--- config.mk ---
export PLATFORM = sky130hd
export DESIGN_NAME = i2cpk_master
export DESIGN_NICKNAME = d
export VERILOG_FILES = /design/src/rtl/i2cpk_pkg.sv /design/src/rtl/i2cpk_bitctl.sv /design/src/rtl/i2cpk_seq.sv /design/src/rtl/i2cpk_regs.sv /design/src/rtl/i2cpk_master.sv
export SDC_FILE = /design/constraint.sdc
export NUM_CORES = 1
export LEC_CHECK = 0
export BUFFER_PORTS_ARGS = -buffer_cell sky130_fd_sc_hd__buf_2
export CAP_MARGIN = 15
export CORE_ASPECT_RATIO = 0.75
export CORE_UTILIZATION = 49
export CTS_CLUSTER_SIZE = 30
export DETAILED_ROUTE_END_ITERATION = 8
export GPL_TIMING_DRIVEN = 0
export PLACE_DENSITY_LB_ADDON = 0.12
export SETUP_SLACK_MARGIN = 0.5
export SLEW_MARGIN = 20
export SYNTH_ARGS = -nofsm -noshare
export SYNTH_HDL_FRONTEND = slang
export SYNTH_HIERARCHICAL = 1
export SYNTH_SLANG_ARGS = --single-unit
--- constraint.sdc ---
create_clock -name clk -period 2.5 [get_ports clk]
set_clock_uncertainty 0.15 [all_clocks]
set_input_delay 0.5 -clock clk [delete_from_list [all_inputs] [get_ports clk]]
set_output_delay 0.5 -clock clk [all_outputs]
set_load 0.05 [all_outputs]
--- src/rtl/i2cpk_pkg.sv ---
package i2cpk_pkg;

  // Command word fields.
  localparam int CMD_START_BIT = 0;
  localparam int CMD_TX_BIT    = 1;
  localparam int CMD_RX_BIT    = 3;
  localparam int CMD_LAST_BIT  = 4;
  localparam int CMD_STOP_BIT  = 5;
  localparam int CMD_EN_BIT    = 16;
  localparam int CMD_ADDR_LSB  = 24;
  localparam int ADDR_W        = 7;

  // Status and buffer fields.
  localparam int STS_NAK_BIT   = 1;
  localparam int STS_DONE_BIT  = 16;
  localparam int BUF_RX_LSB    = 8;
  localparam int BUF_BUSY_BIT  = 16;
  localparam int BYTE_W        = 8;

  typedef enum logic [1:0] {
    OP_START = 2'd0,
    OP_STOP  = 2'd1,
    OP_WBIT  = 2'd2,
    OP_RBIT  = 2'd3
  } bitop_e;

  typedef struct packed {
    logic [ADDR_W-1:0] addr;
    logic              start;
    logic              tx;
    logic              rx;
    logic              last;
    logic              stop;
  } pkt_cmd_t;

  typedef enum logic [3:0] {
    SQ_IDLE, SQ_START, SQ_ADDR, SQ_AACK, SQ_TXB,
    SQ_TACK, SQ_RXB, SQ_RACK, SQ_STOP, SQ_DONE
  } seq_st_e;

endpackage

--- src/rtl/i2cpk_bitctl.sv ---
module i2cpk_bitctl
  import i2cpk_pkg::*;
#(
  parameter int QDIV = 63
) (
  input  logic   clk,
  input  logic   rst_n,
  input  logic   op_valid,
  input  bitop_e op_kind,
  input  logic   op_bit,
  input  logic   sda_i,
  output logic   op_done,
  output logic   rx_bit,
  output logic   scl_oe,
  output logic   sda_oe
);

  localparam int CW = (QDIV > 1) ? $clog2(QDIV) : 1;
  localparam logic [CW-1:0] CNT_RELOAD = CW'(QDIV - 1);

  logic          active_q, active_d;
  bitop_e        kind_q, kind_d;
  logic          bit_q, bit_d;
  logic [1:0]    ph_q, ph_d;
  logic [CW-1:0] cnt_q, cnt_d;
  logic          scl_oe_q, scl_oe_d;
  logic          sda_oe_q, sda_oe_d;
  logic          rx_q, rx_d;
  logic          done_q, done_d;
  logic          sda_s1_q, sda_s2_q;

  always_comb begin
    active_d = active_q;
    kind_d   = kind_q;
    bit_d    = bit_q;
    ph_d     = ph_q;
    cnt_d    = cnt_q;
    scl_oe_d = scl_oe_q;
    sda_oe_d = sda_oe_q;
    rx_d     = rx_q;
    done_d   = 1'b0;
    if (!active_q) begin
      if (op_valid) begin
        active_d = 1'b1;
        kind_d   = op_kind;
        bit_d    = op_bit;
        ph_d     = 2'd0;
        cnt_d    = CNT_RELOAD;
      end
    end else if (cnt_q == '0) begin
      cnt_d = CNT_RELOAD;
      ph_d  = 2'(ph_q + 2'd1);
      unique case (kind_q)
        OP_START: begin
          case (ph_q)
            2'd0: sda_oe_d = 1'b0;
            2'd1: scl_oe_d = 1'b0;
            2'd2: sda_oe_d = 1'b1;
            default: scl_oe_d = 1'b1;
          endcase
        end
        OP_STOP: begin
          case (ph_q)
            2'd0: sda_oe_d = 1'b1;
            2'd1: scl_oe_d = 1'b0;
            2'd2: sda_oe_d = 1'b0;
            default: ;
          endcase
        end
        OP_WBIT: begin
          case (ph_q)
            2'd0: sda_oe_d = ~bit_q;
            2'd1: scl_oe_d = 1'b0;
            2'd2: ;
            default: scl_oe_d = 1'b1;
          endcase
        end
        default: begin
          case (ph_q)
            2'd0: sda_oe_d = 1'b0;
            2'd1: scl_oe_d = 1'b0;
            2'd2: rx_d     = sda_s2_q;
            default: scl_oe_d = 1'b1;
          endcase
        end
      endcase
      if (ph_q == 2'd3) begin
        active_d = 1'b0;
        done_d   = 1'b1;
      end
    end else begin
      cnt_d = cnt_q - 1'b1;
    end
  end

  always_ff @(posedge clk or negedge rst_n) begin
    if (!rst_n) begin
      active_q <= 1'b0;
      kind_q   <= OP_STOP;
      bit_q    <= 1'b0;
      ph_q     <= 2'd0;
      cnt_q    <= '0;
      scl_oe_q <= 1'b0;
      sda_oe_q <= 1'b0;
      rx_q     <= 1'b0;
      done_q   <= 1'b0;
      sda_s1_q <= 1'b1;
      sda_s2_q <= 1'b1;
    end else begin
      active_q <= active_d;
      kind_q   <= kind_d;
      bit_q    <= bit_d;
      ph_q     <= ph_d;
      cnt_q    <= cnt_d;
      scl_oe_q <= scl_oe_d;
      sda_oe_q <= sda_oe_d;
      rx_q     <= rx_d;
      done_q   <= done_d;
      sda_s1_q <= sda_i;
      sda_s2_q <= sda_s1_q;
    end
  end

  assign op_done = done_q;
  assign rx_bit  = rx_q;
  assign scl_oe  = scl_oe_q;
  assign sda_oe  = sda_oe_q;

  AST_SDA_STILL_WHILE_SCL_HIGH: assert property (@(posedge clk) disable iff (!rst_n)
    (!scl_oe_q && !$past(scl_oe_q) && (sda_oe_q != $past(sda_oe_q)))
      |-> (kind_q == OP_START || kind_q == OP_STOP));

endmodule

--- src/rtl/i2cpk_seq.sv ---
module i2cpk_seq
  import i2cpk_pkg::*;
(
  input  logic              clk,
  input  logic              rst_n,
  input  logic              cmd_valid,
  input  pkt_cmd_t          cmd_in,
  input  logic [BYTE_W-1:0] tx_byte,
  output logic              op_valid,
  output bitop_e            op_kind,
  output logic              op_bit,
  input  logic              op_done,
  input  logic              rx_bit,
  output logic              pkt_done,
  output logic              pkt_nak,
  output logic              pkt_rx,
  output logic [BYTE_W-1:0] rx_byte,
  output logic              bus_owned
);

  seq_st_e           st_q, st_d;
  pkt_cmd_t          cmd_q, cmd_d;
  logic [BYTE_W-1:0] txb_q, txb_d;
  logic [BYTE_W-1:0] sh_q, sh_d;
  logic [2:0]        bcnt_q, bcnt_d;
  logic              pend_q, pend_d;
  logic              nak_q, nak_d;
  logic              own_q, own_d;
  logic              needs_op;

  always_comb begin
    needs_op = 1'b1;
    op_kind  = OP_WBIT;
    op_bit   = sh_q[BYTE_W-1];
    unique case (st_q)
      SQ_START: op_kind = OP_START;
      SQ_STOP:  op_kind = OP_STOP;
      SQ_ADDR, SQ_TXB: op_kind = OP_WBIT;
      SQ_RACK: begin
        op_kind = OP_WBIT;
        op_bit  = cmd_q.last;
      end
      SQ_AACK, SQ_TACK, SQ_RXB: op_kind = OP_RBIT;
      default: needs_op = 1'b0;
    endcase
  end

  assign op_valid = needs_op && !pend_q;

  always_comb begin
    st_d   = st_q;
    cmd_d  = cmd_q;
    txb_d  = txb_q;
    sh_d   = sh_q;
    bcnt_d = bcnt_q;
    nak_d  = nak_q;
    own_d  = own_q;
    pend_d = pend_q;
    if (op_valid) pend_d = 1'b1;
    if (op_done)  pend_d = 1'b0;

    unique case (st_q)
      SQ_IDLE: begin
        if (cmd_valid) begin
          cmd_d  = cmd_in;
          txb_d  = tx_byte;
          nak_d  = 1'b0;
          bcnt_d = 3'd7;
          if (cmd_in.start)     st_d = SQ_START;
          else if (cmd_in.tx) begin
            st_d = SQ_TXB;
            sh_d = tx_byte;
          end
          else if (cmd_in.rx)   st_d = SQ_RXB;
          else if (cmd_in.stop) st_d = SQ_STOP;
          else                  st_d = SQ_DONE;
        end
      end
      SQ_START: if (op_done) begin
        own_d  = 1'b1;
        sh_d   = {cmd_q.addr, cmd_q.rx};
        bcnt_d = 3'd7;
        st_d   = SQ_ADDR;
      end
      SQ_ADDR, SQ_TXB: if (op_done) begin
        sh_d = {sh_q[BYTE_W-2:0], 1'b0};
        if (bcnt_q == 3'd0) st_d = (st_q == SQ_ADDR) ? SQ_AACK : SQ_TACK;
        else bcnt_d = bcnt_q - 3'd1;
      end
      SQ_AACK: if (op_done) begin
        bcnt_d = 3'd7;
        if (rx_bit) begin
          nak_d = 1'b1;
          st_d  = cmd_q.stop ? SQ_STOP : SQ_DONE;
        end else if (cmd_q.tx) begin
          sh_d = txb_q;
          st_d = SQ_TXB;
        end else if (cmd_q.rx)   st_d = SQ_RXB;
        else if (cmd_q.stop)     st_d = SQ_STOP;
        else                     st_d = SQ_DONE;
      end
      SQ_TACK: if (op_done) begin
        if (rx_bit) nak_d = 1'b1;
        st_d = cmd_q.stop ? SQ_STOP : SQ_DONE;
      end
      SQ_RXB: if (op_done) begin
        sh_d = {sh_q[BYTE_W-2:0], rx_bit};
        if (bcnt_q == 3'd0) st_d = SQ_RACK;
        else bcnt_d = bcnt_q - 3'd1;
      end
      SQ_RACK: if (op_done) begin
        st_d = cmd_q.stop ? SQ_STOP : SQ_DONE;
      end
      SQ_STOP: if (op_done) begin
        own_d = 1'b0;
        st_d  = SQ_DONE;
      end
      default: st_d = SQ_IDLE;
    endcase
  end

  always_ff @(posedge clk or negedge rst_n) begin
    if (!rst_n) begin
      st_q   <= SQ_IDLE;
      cmd_q  <= '0;
      txb_q  <= '0;
      sh_q   <= '0;
      bcnt_q <= 3'd0;
      pend_q <= 1'b0;
      nak_q  <= 1'b0;
      own_q  <= 1'b0;
    end else begin
      st_q   <= st_d;
      cmd_q  <= cmd_d;
      txb_q  <= txb_d;
      sh_q   <= sh_d;
      bcnt_q <= bcnt_d;
      pend_q <= pend_d;
      nak_q  <= nak_d;
      own_q  <= own_d;
    end
  end

  assign pkt_done  = (st_q == SQ_DONE);
  assign pkt_nak   = nak_q;
  assign pkt_rx    = cmd_q.rx;
  assign rx_byte   = sh_q;
  assign bus_owned = own_q;

  AST_CMD_IGNORED_WHILE_BUSY: assert property (@(posedge clk) disable iff (!rst_n)
    (st_q != SQ_IDLE && cmd_valid) |=> $stable(cmd_q));

  AST_BUSY_ENDS_ON_STOP: assert property (@(posedge clk) disable iff (!rst_n)
    $fell(own_q) |-> ($past(st_q) == SQ_STOP));

  AST_BUSY_BEGINS_ON_START: assert property (@(posedge clk) disable iff (!rst_n)
    $rose(own_q) |-> ($past(st_q) == SQ_START));

endmodule

--- src/rtl/i2cpk_regs.sv ---
module i2cpk_regs
  import i2cpk_pkg::*;
(
  input  logic              clk,
  input  logic              rst_n,
  input  logic              sts_clr_we,
  input  logic              clr_done,
  input  logic              clr_nak,
  input  logic              buf_we,
  input  logic [BYTE_W-1:0] buf_byte,
  input  logic              pkt_done,
  input  logic              pkt_nak,
  input  logic              pkt_rx,
  input  logic [BYTE_W-1:0] rx_byte,
  input  logic              bus_owned,
  output logic [31:0]       sts_rdata,
  output logic [31:0]       buf_rdata,
  output logic [BYTE_W-1:0] tx_byte
);

  logic              done_q, done_d;
  logic              nak_q, nak_d;
  logic [BYTE_W-1:0] rxb_q, rxb_d;
  logic [BYTE_W-1:0] txb_q, txb_d;

  always_comb begin
    done_d = done_q;
    nak_d  = nak_q;
    rxb_d  = rxb_q;
    txb_d  = txb_q;
    if (sts_clr_we && clr_done) done_d = 1'b0;
    if (sts_clr_we && clr_nak)  nak_d  = 1'b0;
    if (pkt_done) begin
      done_d = 1'b1;
      if (pkt_nak) nak_d = 1'b1;
      if (pkt_rx)  rxb_d = rx_byte;
    end
    if (buf_we) txb_d = buf_byte;
  end

  always_ff @(posedge clk or negedge rst_n) begin
    if (!rst_n) begin
      done_q <= 1'b0;
      nak_q  <= 1'b0;
      rxb_q  <= '0;
      txb_q  <= '0;
    end else begin
      done_q <= done_d;
      nak_q  <= nak_d;
      rxb_q  <= rxb_d;
      txb_q  <= txb_d;
    end
  end

  always_comb begin
    sts_rdata = '0;
    sts_rdata[STS_DONE_BIT] = done_q;
    sts_rdata[STS_NAK_BIT]  = nak_q;
    buf_rdata = '0;
    buf_rdata[BUF_BUSY_BIT] = bus_owned;
    buf_rdata[BUF_RX_LSB +: BYTE_W] = rxb_q;
    buf_rdata[BYTE_W-1:0] = txb_q;
  end

  assign tx_byte = txb_q;

  AST_DONE_W1C: assert property (@(posedge clk) disable iff (!rst_n)
    (sts_clr_we && clr_done && !pkt_done) |=> !done_q);

  AST_NAK_WITH_DONE: assert property (@(posedge clk) disable iff (!rst_n)
    (pkt_done && pkt_nak) |=> (nak_q && done_q));

  AST_DONE_HOLDS: assert property (@(posedge clk) disable iff (!rst_n)
    (done_q && !(sts_clr_we && clr_done)) |=> done_q);

endmodule

--- src/rtl/i2cpk_master.sv ---
module i2cpk_master
  import i2cpk_pkg::*;
#(
  parameter int QDIV = 63
) (
  input  logic        clk,
  input  logic        rst_n,
  input  logic        cmd_we,
  input  logic [31:0] cmd_wdata,
  input  logic        buf_we,
  input  logic [31:0] buf_wdata,
  input  logic        sts_we,
  input  logic [31:0] sts_wdata,
  output logic [31:0] sts_rdata,
  output logic [31:0] buf_rdata,
  input  logic        sda_i,
  output logic        scl_oe,
  output logic        sda_oe
);

  pkt_cmd_t          cmd_dec;
  logic              cmd_valid;
  logic              op_valid, op_bit, op_done, rx_bit;
  bitop_e            op_kind;
  logic              pkt_done, pkt_nak, pkt_rx, bus_owned;
  logic [BYTE_W-1:0] rx_byte, tx_byte;
  logic              unused_bits;

  always_comb begin
    cmd_dec.addr  = cmd_wdata[CMD_ADDR_LSB +: ADDR_W];
    cmd_dec.start = cmd_wdata[CMD_START_BIT];
    cmd_dec.tx    = cmd_wdata[CMD_TX_BIT];
    cmd_dec.rx    = cmd_wdata[CMD_RX_BIT];
    cmd_dec.last  = cmd_wdata[CMD_LAST_BIT];
    cmd_dec.stop  = cmd_wdata[CMD_STOP_BIT];
  end

  assign cmd_valid = cmd_we && cmd_wdata[CMD_EN_BIT];

  assign unused_bits = ^{cmd_wdata[31], cmd_wdata[23:17], cmd_wdata[15:6],
                         cmd_wdata[2], buf_wdata[31:8], sts_wdata[31:17],
                         sts_wdata[15:2], sts_wdata[0]};

  i2cpk_bitctl #(.QDIV(QDIV)) u_bit (
    .clk      (clk),
    .rst_n    (rst_n),
    .op_valid (op_valid),
    .op_kind  (op_kind),
    .op_bit   (op_bit),
    .sda_i    (sda_i),
    .op_done  (op_done),
    .rx_bit   (rx_bit),
    .scl_oe   (scl_oe),
    .sda_oe   (sda_oe)
  );

  i2cpk_seq u_seq (
    .clk       (clk),
    .rst_n     (rst_n),
    .cmd_valid (cmd_valid),
    .cmd_in    (cmd_dec),
    .tx_byte   (tx_byte),
    .op_valid  (op_valid),
    .op_kind   (op_kind),
    .op_bit    (op_bit),
    .op_done   (op_done),
    .rx_bit    (rx_bit),
    .pkt_done  (pkt_done),
    .pkt_nak   (pkt_nak),
    .pkt_rx    (pkt_rx),
    .rx_byte   (rx_byte),
    .bus_owned (bus_owned)
  );

  i2cpk_regs u_regs (
    .clk        (clk),
    .rst_n      (rst_n),
    .sts_clr_we (sts_we),
    .clr_done   (sts_wdata[STS_DONE_BIT]),
    .clr_nak    (sts_wdata[STS_NAK_BIT]),
    .buf_we     (buf_we),
    .buf_byte   (buf_wdata[BYTE_W-1:0]),
    .pkt_done   (pkt_done),
    .pkt_nak    (pkt_nak),
    .pkt_rx     (pkt_rx),
    .rx_byte    (rx_byte),
    .bus_owned  (bus_owned),
    .sts_rdata  (sts_rdata),
    .buf_rdata  (buf_rdata),
    .tx_byte    (tx_byte)
  );

endmodule

## Word-level counts from Yosys, hierarchy flattened

Index checks and enable logic that the tools add are counted.

- Flip-flop bits (word level): 73
- Word-level logic and storage cells: 182

- $add $sub $neg: 3
- Eq/ne operators: 38
- Mux-type cells: 72
- Bitwise logic cells: 3
- Reduce and logical (&&, ||, !) cells: 39

Operators with widths:

| cell | count |
|---|---|
| 8-bit two-way mux | 9 |
| 4-bit two-way mux | 15 |
| 8-bit case mux with 5 select lines | 1 |
| 4-bit case mux with 7 select lines | 1 |
| 1-bit two-way mux | 27 |
| 2-bit inequality test, second input constant | 13 |
| 6-bit two-way mux | 3 |
| 2-bit by 1-bit inequality test with 1-bit output, second input constant | 9 |
| 4-bit by 3-bit == test with 1-bit output, second input constant | 4 |
| 3-bit two-way mux | 5 |
| 4-bit AND reduction | 3 |
| 1-bit case mux with 2 select lines | 5 |
| 10-bit AND reduction | 1 |
| 2-bit nonzero test | 5 |
| 2-bit OR reduction | 5 |
| 3-bit case mux with 3 select lines | 1 |
| 9-bit AND reduction | 1 |
| 3-bit OR reduction | 3 |
| 4-bit by 2-bit == test with 1-bit output, second input constant | 2 |
| 4-bit == test, second input constant | 2 |
| 2-bit AND reduction | 4 |
| 8-bit OR reduction | 1 |
| 2-bit == test, second input constant | 3 |
| 6-bit zero test | 1 |
| 20 further kinds | 31 |

## Logic depth before layout (Yosys ltp)

- Word-level depth: 6
- Gate-level depth with buffers: 7

## Modules after synthesis

Netlist, hierarchy kept.

Modules (own cells, without submodules):

| module | times used | cells each | area each (µm²) | sequential area each (µm²) |
|---|---|---|---|---|
| i2cpk_seq | 1 | 192 | 2060.7 | 925.9 |
| i2cpk_regs | 1 | 97 | 1097.3 | 450.4 |
| i2cpk_bitctl | 1 | 81 | 905.9 | 454.2 |
| i2cpk_master | 1 | 1 | 6.3 | 0.0 |

## Worst setup path before layout

Ideal clock, no wire load.

- Kind: register -> register
- From: register u_bit.cnt_q[0]
- To: register u_bit.rx_q (netlist: u_bit/rx_bit)
- Setup time: 0.127 ns
- Arrival: 1.842 ns
- Path slack: 0.381 ns
- Stages on the path, launching flop included: 7
- Path buffers: 0
- Cell sequence: dfrtp_1 -> inv_1 -> ha_1 -> or3b_4 -> nor4b_4 -> nand4_1 -> mux2_1

- Word-level cells in the longest chain between the ends: 2

Ends and longest elaborated chain:

| what | RTL line | text |
|---|---|---|
| start: declaration | i2cpk_bitctl.sv:25 | `logic [CW-1:0] cnt_q, cnt_d;` |
| start signal: assignment | i2cpk_bitctl.sv:114 | `cnt_q <= cnt_d;` |
| 6-bit zero test | i2cpk_bitctl.sv:50 | `end else if (cnt_q == '0) begin` |
| 4-bit AND reduction (no source line) | - |  |
| end signal: assignment | i2cpk_bitctl.sv:117 | `rx_q <= rx_d;` |
| end: declaration | i2cpk_bitctl.sv:28 | `logic rx_q, rx_d;` |

Every way passes these cells.
A chain may end at the register's enable or synchronous reset.

## Final worst setup path

- From: register u_bit.cnt_q[1]
- To: register u_bit.ph_q[0]

- Word-level cells in the longest chain between the ends: 3

Ends and longest elaborated chain:

| what | RTL line | text |
|---|---|---|
| 6-bit zero test | i2cpk_bitctl.sv:50 |  |
| 2-bit inequality test (no source line) | - |  |
| 2-bit AND reduction (no source line) | - |  |
| end signal: assignment | i2cpk_bitctl.sv:113 | `ph_q <= ph_d;` |
| end: declaration | i2cpk_bitctl.sv:24 | `logic [1:0] ph_q, ph_d;` |

Every way passes these cells.

==> run_summary.xml <==
<?xml version="1.0" encoding="UTF-8"?>
<metrics>
  <group name="outcome">
    <metric name="run_status" unit="">complete, no violations</metric>
  </group>
  <group name="layout">
    <metric name="area_of_the_multi_input_gates" unit="sq um">1930</metric>
    <metric name="num-nets-final" unit="">598</metric>
    <metric name="antennaDiodeCount" unit="">0</metric>
    <metric name="layout_common_cells" unit="">69 x dfrtp_1, 68 x buf_4, 54 x buf_2, 45 x conb_1, 44 x mux2_2</metric>
    <metric name="area_growth" unit="%">23.4</metric>
    <metric name="n_fill_cell" unit="">691</metric>
    <metric name="layout.area.seq" unit="sq um">1830</metric>
    <metric name="layout-drive-gt1-share" unit="">0.452</metric>
    <metric name="mostFrequentLayoutCell" unit="">dfrtp_1</metric>
  </group>
  <group name="power_and_ir_drop">
    <metric name="power.ir.vdd_worst" unit="mV">0.543</metric>
    <metric name="power.density" unit="nW/um^2">1050</metric>
    <metric name="p_leak" unit="uW">0.00249</metric>
  </group>
  <group name="drt">
    <metric name="wl_per_cell" unit="um">14.5</metric>
    <metric name="route.antenna.remaining_nets" unit="">0</metric>
    <metric name="drtIter0Drc" unit="">177</metric>
    <metric name="total_drc_errors_in_the_routed_layout" unit="">0</metric>
    <metric name="route.final.wire_length" unit="um">8670</metric>
    <metric name="drt_first_pass_iters" unit="">5</metric>
    <metric name="dr_total_vias" unit="">3010</metric>
    <metric name="vias_per_cell" unit="">5.03</metric>
  </group>
  <group name="synthesis">
    <metric name="postSynthRegisterBits" unit="">73</metric>
    <metric name="synth_ff_type" unit="">dfrtp_1</metric>
    <metric name="post_synth_inst_count" unit="">371</metric>
    <metric name="number_of_flops_mapped_to_enable_cells_by_yosys" unit="">0</metric>
    <metric name="synth-seq-area-share" unit="">0.450</metric>
    <metric name="synth.lib_cells_used.distinct" unit="">64</metric>
    <metric name="yosysWarningCount" unit="">6</metric>
    <metric name="synthesis.area" unit="sq um">4070</metric>
    <metric name="syn_avg_cell_area" unit="sq um">11.0</metric>
    <metric name="netlist_top_cells_area" unit="">dfrtp_1 43%, mux2_2 13%, buf_4 11%, ha_1 2.5%, nand2_1 2.4%</metric>
    <metric name="synth_area_leader_cell" unit="">dfrtp_1</metric>
    <metric name="synth_largest_type_area_fraction" unit="">0.430</metric>
    <metric name="synth-async-reset-ratio" unit="">1.00</metric>
  </group>
  <group name="global_routing">
    <metric name="grt_antenna_before_repair" unit="">0</metric>
    <metric name="track_usage" unit="">0.209</metric>
    <metric name="grt_max_degree" unit="">54</metric>
    <metric name="grt_first_pass_wirelength" unit="um">13600</metric>
    <metric name="global_route.overflow_total" unit="">0</metric>
    <metric name="grt_pass1_vias" unit="">2760</metric>
  </group>
  <group name="clock_network">
    <metric name="clock_path_buffers" unit="">2</metric>
    <metric name="clk_pin_slew_worst_paths" unit="ns">0.07</metric>
    <metric name="clk_root_buffer_cell" unit="">clkbuf_8</metric>
    <metric name="insertion_delay" unit="ns">0.34</metric>
    <metric name="numClockSinks" unit="">73</metric>
    <metric name="htree_levels" unit="">3</metric>
    <metric name="cts_inserted_buffers" unit="">9</metric>
    <metric name="tritoncts" unit="">built</metric>
  </group>
  <group name="die">
    <metric name="die-height" unit="um">80.9</metric>
    <metric name="std_cell_rows" unit="">28</metric>
    <metric name="die-width" unit="um">107</metric>
    <metric name="dieArea" unit="sq um">8680</metric>
    <metric name="io_pins" unit="">168</metric>
    <metric name="initial_core_util" unit="">0.512</metric>
    <metric name="core_area" unit="sq um">7950</metric>
  </group>
  <group name="worst_hold_path">
    <metric name="min-delay-path-class" unit="">primary input to register</metric>
  </group>
  <group name="worst_setup_path">
    <metric name="required" unit="ns">2.58</metric>
    <metric name="critPathArrivalTime" unit="ns">2.14</metric>
    <metric name="timing.critical_path.fanout_max" unit="">6</metric>
    <metric name="timing_worst_setup_path_type" unit="">register to register</metric>
    <metric name="setup.worst_path.end_class" unit="">register</metric>
    <metric name="crit_path_start_kind" unit="">register</metric>
  </group>
  <group name="sta">
    <metric name="final_worst_path_period_need" unit="ns">2.06</metric>
    <metric name="rsz_0062_raised_after_global_routing" unit="">true</metric>
    <metric name="setup_viol" unit="">0</metric>
    <metric name="final.hold.worst_slack" unit="ns">0.101</metric>
    <metric name="tns" unit="ns">0</metric>
    <metric name="slew_headroom" unit="">0.473</metric>
    <metric name="final_min_period_over_clock_period" unit="">0.825</metric>
    <metric name="achievable_clock_frequency" unit="MHz">485</metric>
    <metric name="drv_slew" unit="">0</metric>
    <metric name="tightestPinTransition" unit="ns">0.786</metric>
    <metric name="hold_violations" unit="">0</metric>
  </group>
  <group name="placement">
    <metric name="gp_routability_congestion" unit="">0.842</metric>
    <metric name="numPortBuffers" unit="">48</metric>
    <metric name="place.detailed.hpwl" unit="um">6010</metric>
  </group>
  <group name="flow_run">
    <metric name="cap_viol_max_count" unit="">0</metric>
  </group>
</metrics>
## critical path, stage by stage, from the launching register on
cell	delay [ns]
dfrtp_1	0.39
inv_1	0.06
ha_2	0.17
or3b_4	0.41
nor4b_4	0.28
buf_4	0.20
mux2_4	0.29
## cell usage after synthesis, types with 2 or more instances
| library cell | count |
|---|---|
| a31oi_1 | 2 |
| nand4_1 | 2 |
| a222oi_1 | 7 |
| mux2_2 | 48 |
| buf_6 | 3 |
| o22ai_1 | 2 |
| mux2i_1 | 2 |
| clkbuf_1 | 2 |
| ha_1 | 8 |
| nor3_1 | 11 |
| xnor2_1 | 2 |
| nor2b_1 | 5 |
| inv_1 | 9 |
| buf_2 | 7 |
| o31ai_1 | 2 |
| xor2_1 | 2 |
| nor3_2 | 5 |
| nor2_1 | 19 |
| dfstp_2 | 3 |
| nand2_1 | 26 |
| a21oi_1 | 19 |
| dfrtp_1 | 70 |
| o21bai_1 | 2 |
| nand3_1 | 5 |
| o21ai_0 | 9 |
| buf_4 | 57 |
| nand2b_1 | 4 |
| or3_1 | 2 |
## per-stage QoR
stage / total power (uW) / utilization / cell area (sq um) / std cells / worst slack [ns]
floorplan: 3590 / - / 4240 / 415 / 0.381
global placement: 4030 / 0.580 / 4610 / 568 / 0.176
detailed placement: 4100 / 0.584 / 4640 / 569 / 0.167
CTS: 5120 / 0.621 / 4940 / 594 / 0.387
global route: 5600 / 0.632 / 5020 / 598 / 0.353
finish: 5300 / 0.632 / 5020 / 598 / 0.437
## final cells by class
| class | instances | share of cell area |
|---|---|---|
| multi-input cells | 263 | 0.384 |
| well taps | 105 | 0.0262 |
| plain buffers | 70 | 0.103 |
| flip-flops and latches | 73 | 0.365 |
| clock buffers | 12 | 0.0289 |
| clock inverters | 4 | 0.0107 |
| repair buffers | 62 | 0.0762 |
| inverters | 9 | 0.00672 |
## final timing paths
kind	startpoint	endpoint	slack, ns	cells after the start
setup reg to reg	u_bit/cnt_q[1]	u_bit/ph_q[0]	0.44	6
min in group asynchronous	rst_n	u_seq/txb_q[5]	0.43	2
hold reg to reg	u_bit/sda_s1_q	u_bit/sda_s2_q	0.21	0
max in group asynchronous	rst_n	u_bit/sda_s2_q	1.17	3
setup / recovery	u_bit/cnt_q[1]	u_bit/ph_q[0]	0.44	6
hold / removal	sda_i	u_bit/sda_s1_q	0.10	1
## per-layer routing
| metal | routed length, um | GRT usage | vias to the layer above |
|---|---|---|---|
| met5 | 0 | 0 | - |
| met4 | 59 | 0.0534 | 0 |
| met3 | 719 | 0.0578 | 6 |
| met2 | 4020 | 0.329 | 132 |
| met1 | 3880 | 0.287 | 1420 |
| li1 | - | - | 1452 |
## logic make-up (layout without fill, tap and decap cells)
kind of cell | count (synthesis) | after routing | synth area share
XOR/XNOR | 4 | 4 | 0.00861
AND/OR/NAND/NOR | 94 | 94 | 0.132
flip-flops | 73 | 73 | 0.450
AO/OA/AOI/OAI | 61 | 61 | 0.111
multiplexers | 51 | 51 | 0.140
adder cells (fa/ha/maj) | 8 | 8 | 0.0246
buffers and inverters | 79 | 157 | 0.133
other | 1 | 45 | 0.000921
## registers in the layout, indices dropped and copies added (netlist names), 2 cells and up
| register | count |
|---|---|
| u_regs/tx_byte | 8 |
| u_seq/rx_byte | 8 |
| u_seq/cmd_q | 10 |
| u_bit/kind_q | 2 |
| u_bit/ph_q | 2 |
| u_bit/cnt_q | 6 |
| u_seq/bcnt_q | 3 |
| u_seq/txb_q | 8 |
| u_regs/rxb_q | 8 |
| u_seq/st_q | 4 |
## timing repair
item / in CTS / in global routing
pin swaps: 2 / 8
resized for setup: 6 / 9
setup endpoints to repair: 21 / 23
endpoints found under the hold margin: 20 / 0
buffers inserted: 8 / 4
hold buffers: 1 / 0
## report_power, final
part	internal (uW)	leakage [uW]	switching (uW)	total [uW]
combinational	1120	0.00151	1420	2550
sequential	1560	0.000884	270	1830
clock	493	0.0000932	430	922
No activity file was read; power rests on OpenSTA's default activity.
